[config.mk]
export PLATFORM = sky130hd
export DESIGN_NAME = twi_bus_watch
export DESIGN_NICKNAME = d
export VERILOG_FILES = /design/src/rtl/twi_bus_watch.sv
export SDC_FILE = /design/constraint.sdc
export NUM_CORES = 1
export LEC_CHECK = 0
export BUFFER_PORTS_ARGS = -buffer_cell sky130_fd_sc_hd__buf_2
export CORE_AREA = 2 2 39 41
export CTS_CLUSTER_SIZE = 25
export DETAILED_ROUTE_END_ITERATION = 7
export DIE_AREA = 0 0 41 43
export GPL_TIMING_DRIVEN = 0
export PLACE_DENSITY = 0.5
export SLEW_MARGIN = 25
export SYNTH_ARGS = -nofsm -noshare
export SYNTH_HDL_FRONTEND = slang
export SYNTH_SLANG_ARGS = --single-unit
[constraint.sdc]
create_clock -name clk -period 2.7 [get_ports clk]
set_input_delay 0.81 -clock clk [delete_from_list [all_inputs] [get_ports clk]]
set_output_delay 0.81 -clock clk [all_outputs]
set_load 0.005 [all_outputs]
[src/rtl/twi_bus_watch.sv]
module twi_bus_watch #(
  parameter int SYNC_STAGES = 2,
  parameter int SDA_DELAY   = 2
) (
  input  logic       clk,
  input  logic       rst_n,
  input  logic       sda_in,
  input  logic       scl_in,
  input  logic [1:0] mode,
  input  logic       clk_ext,
  input  logic       sw_sel,
  input  logic       msb,
  input  logic       ovf_flag,
  input  logic       start_ie,
  input  logic       scl_drv_en,
  input  logic       start_clr,
  input  logic       stop_clr,
  output logic       scl_pull_low,
  output logic       start_flag,
  output logic       stop_flag,
  output logic       collision,
  output logic       start_irq
);

  logic [SYNC_STAGES-1:0] sda_sync, scl_sync;
  logic [SDA_DELAY:0]     sda_dly;
  logic                   scl_q;

  wire sda_s     = sda_sync[SYNC_STAGES-1];
  wire scl_s     = scl_sync[SYNC_STAGES-1];
  wire sda_late  = sda_dly[SDA_DELAY-1];
  wire sda_lateq = sda_dly[SDA_DELAY];
  wire two_wire  = mode[1];

  wire start_evt = two_wire & scl_s & sda_lateq & ~sda_late;
  wire stop_evt  = two_wire & scl_s & ~sda_lateq & sda_late;
  wire edge_evt  = ~two_wire & clk_ext & ~sw_sel & (scl_s ^ scl_q);

  always_ff @(posedge clk or negedge rst_n) begin
    if (!rst_n) begin
      sda_sync   <= '1;
      scl_sync   <= '1;
      sda_dly    <= '1;
      scl_q      <= 1'b1;
      start_flag <= 1'b0;
      stop_flag  <= 1'b0;
    end else begin
      sda_sync   <= {sda_sync[SYNC_STAGES-2:0], sda_in};
      scl_sync   <= {scl_sync[SYNC_STAGES-2:0], scl_in};
      sda_dly    <= {sda_dly[SDA_DELAY-1:0], sda_s};
      scl_q      <= scl_s;
      start_flag <= (start_flag & ~start_clr) | start_evt | edge_evt;
      stop_flag  <= (stop_flag & ~stop_clr) | stop_evt;
    end
  end

  assign scl_pull_low = scl_drv_en & two_wire & (start_flag | (mode[0] & ovf_flag));
  assign collision    = two_wire & (msb ^ sda_s);
  assign start_irq    = start_flag & start_ie;


  start_sticky_chk: assert property (@(posedge clk) disable iff (!rst_n)
    (start_flag && !start_clr) |=> start_flag);


  stop_sticky_chk: assert property (@(posedge clk) disable iff (!rst_n)
    (stop_flag && !stop_clr) |=> stop_flag);


  no_ovf_hold_chk: assert property (@(posedge clk) disable iff (!rst_n)
    (mode == 2'b10 && !start_flag) |-> !scl_pull_low);


  collision_mode_chk: assert property (@(posedge clk) disable iff (!rst_n)
    !mode[1] |-> !collision);


  irq_src_chk: assert property (@(posedge clk) disable iff (!rst_n)
    start_irq |-> start_flag);


  no_start_off_chk: assert property (@(posedge clk) disable iff (!rst_n)
    (!start_flag && mode == 2'b00 && !clk_ext) |=> !start_flag);

endmodule

==> reports/metrics.yaml <==
setup_path:
  crit_type: "in2out"
  critPathArrivalTime_ns: 1.33
  rrSetupSlack_ns: 1.77
  end_kind: "primary output"
  worstPathMaxFanout: 1
  timing.rr.start: "scl_sync[1]"
  crit_required_ns: 1.89
  cp-startpoint: "msb"
  ff2ff_path_depth: 2
  crit_path_start_kind: "primary input"
logic_synthesis:
  synth.largest_area_cell: "dfstp_2"
  ys.warnings.count: 0
  syn_nets: 38
  netlist_area_sq_um: 358
  yosys.cell_types.count: 15
  synth_area_leaders: "dfstp_2 59%, dfrtp_1 14%, nand4b_1 4.9%"
  ys_seq_area_share_pct: 72.7
  synth_top_area_share_pct: 58.7
  postSynthAreaPerCell_sq_um: 14.9
  synthCells: 24
  synth_seq_cells: 10
final_layout:
  final_common_cell: "buf_2"
  final_cell_mix: "18 x buf_2, 8 x dfstp_2, 3 x clkbuf_4"
  instances_no_fill: 61
  drive_above_1_share_pct: 68.9
  synthToLayoutAreaGrowth_pct: 37.1
  fin_util_pct: 35.4
  final_nets: 61
  n_antenna_cell: 0
sta:
  final.period_utilization_pct: 79.2
  skew_ns: 0.00439
  tightest_slew_ns: 0.209
  slew_violations: 0
  slew_headroom_pct: 86.1
  fin_ws_ns: 0.562
  hold_viol_final: 0
  rsz0062_at_grt: "false"
  setup_violations: 0
  setup-tns-final_ns: 0
  period_needed_ns: 2.14
  fmax_mhz: 468
  holdWs_ns: 0.355
floorplanning:
  die-area_sq_um: 1760
  core_area_sq_um: 1380
  initial_core_util_pct: 25.9
  die_h_um: 43
  num_io_pins: 19
  die_w_um: 41
  row_count: 14
detailed_routing:
  drt_iter0_drc: 2
  drtAntennaViolNets: 0
  routed_wl_um: 593
  post_drt_wl_per_cell_um: 9.72
  vias: 256
  first_pass_iters: 2
  vias_per_cell: 4.20
  drc_errors: 0
cts:
  clockBufferDepth: 2
  cts_root_buffer: "clkbuf_4"
  clk_pin_slew_ns: 0.06
  numCtsBuffers: 3
  postCtsSetupBuffers: 0
  cts_tree: "done"
  cts-hold-fix-buffers: 0
  clock_sinks: 10
  cts_resized: 0
  insertion_delay_ns: 0.25
  htreeDepth: 1
status:
  status: "finished clean"
pwr:
  ir_worst_vdd_mv: 0.223
  powerDensity_nw_per_um2: 591
  p_leak_nw: 0.235
placement:
  port-buffer-count: 18
  place_hpwl_um: 467
  place_ws_ns: 0.555
  dp.cells: 58
  gp_congestion: 0.612
run:
  max_cap_violations: 0
min_path:
  hold_class: "reg2reg"
  hold_depth: 0
  hold_start: "sda_dly[0]"
global_routing:
  antenna_found_initial: 0
  grt-ovfl-total: 0
  grt_pass1_wl_um: 959
  grt_pass1_vias: 261
  grt_max_degree: 11
  grtUsageTotal_pct: 8.59
-- synth_stat cells (all sizes together) --
cell type and n:
nand2b 1, or3b 1, xor2 1, o21ai 1, a21oi 1, dfstp 8
and2 2, dfrtp 2, nand2 1, nor2 1, o211ai 1, nand4b 2
inv 1, xnor2 1
-- power by group --
part           internal [mW]  switching [mW]
Clock                 0.0510          0.0430
Combinational         0.0163          0.0113
Sequential             0.163         0.00504
-- area by class of cell --
class,count,area [sq um]
clock buffer,3,22.5
tap,16,20.0
timing repair buffer,18,90.1
inverter,1,3.75
sequential,10,260
multi-input combinational,13,93.8
fill,155,893
-- cells by family after synthesis --
logic type	count (synthesis)	share of synthesized area, %
buf+inv	1	1.05
compound gates	3	6.29
simple gates	8	15.0
xor+xnor	2	4.90
flops	10	72.7
-- routing by layer --
layer  global-route usage [%]  vias to the layer above  routed length, um
met5                        0                        -                  0
met4                     8.00                        0                  0
met3                     3.14                        0                 70
met2                     13.1                       14                288
met1                     8.19                      119                234
li1                         -                      123                  -
-- critical path: stages --
cell and delay, ns:
buf_2 0.10, xor2_1 0.13, and2_2 0.17, buf_2 0.12
-- sequential cells by signal, summed over array words and instances (netlist names) --
register	cells
scl_q	1
scl_sync	2
sda_dly	3
sda_sync	2
start_flag	1
stop_flag	1
-- final timing paths --
kind,endpoint
max,collision
min,sda_dly[1]
max reg2reg,start_flag
min reg2reg,sda_dly[1]
max in group asynchronous,scl_sync[1]
min in group asynchronous,start_flag
-- per-stage QoR --
step | instance area [sq um] | power, mW
floorplan | 358 | 0.180
global placement | 468 | 0.198
detailed placement | 468 | 0.199
CTS | 490 | 0.298
global route | 490 | 0.314
finish | 490 | 0.290
No activity file was read; power rests on OpenSTA's default activity.
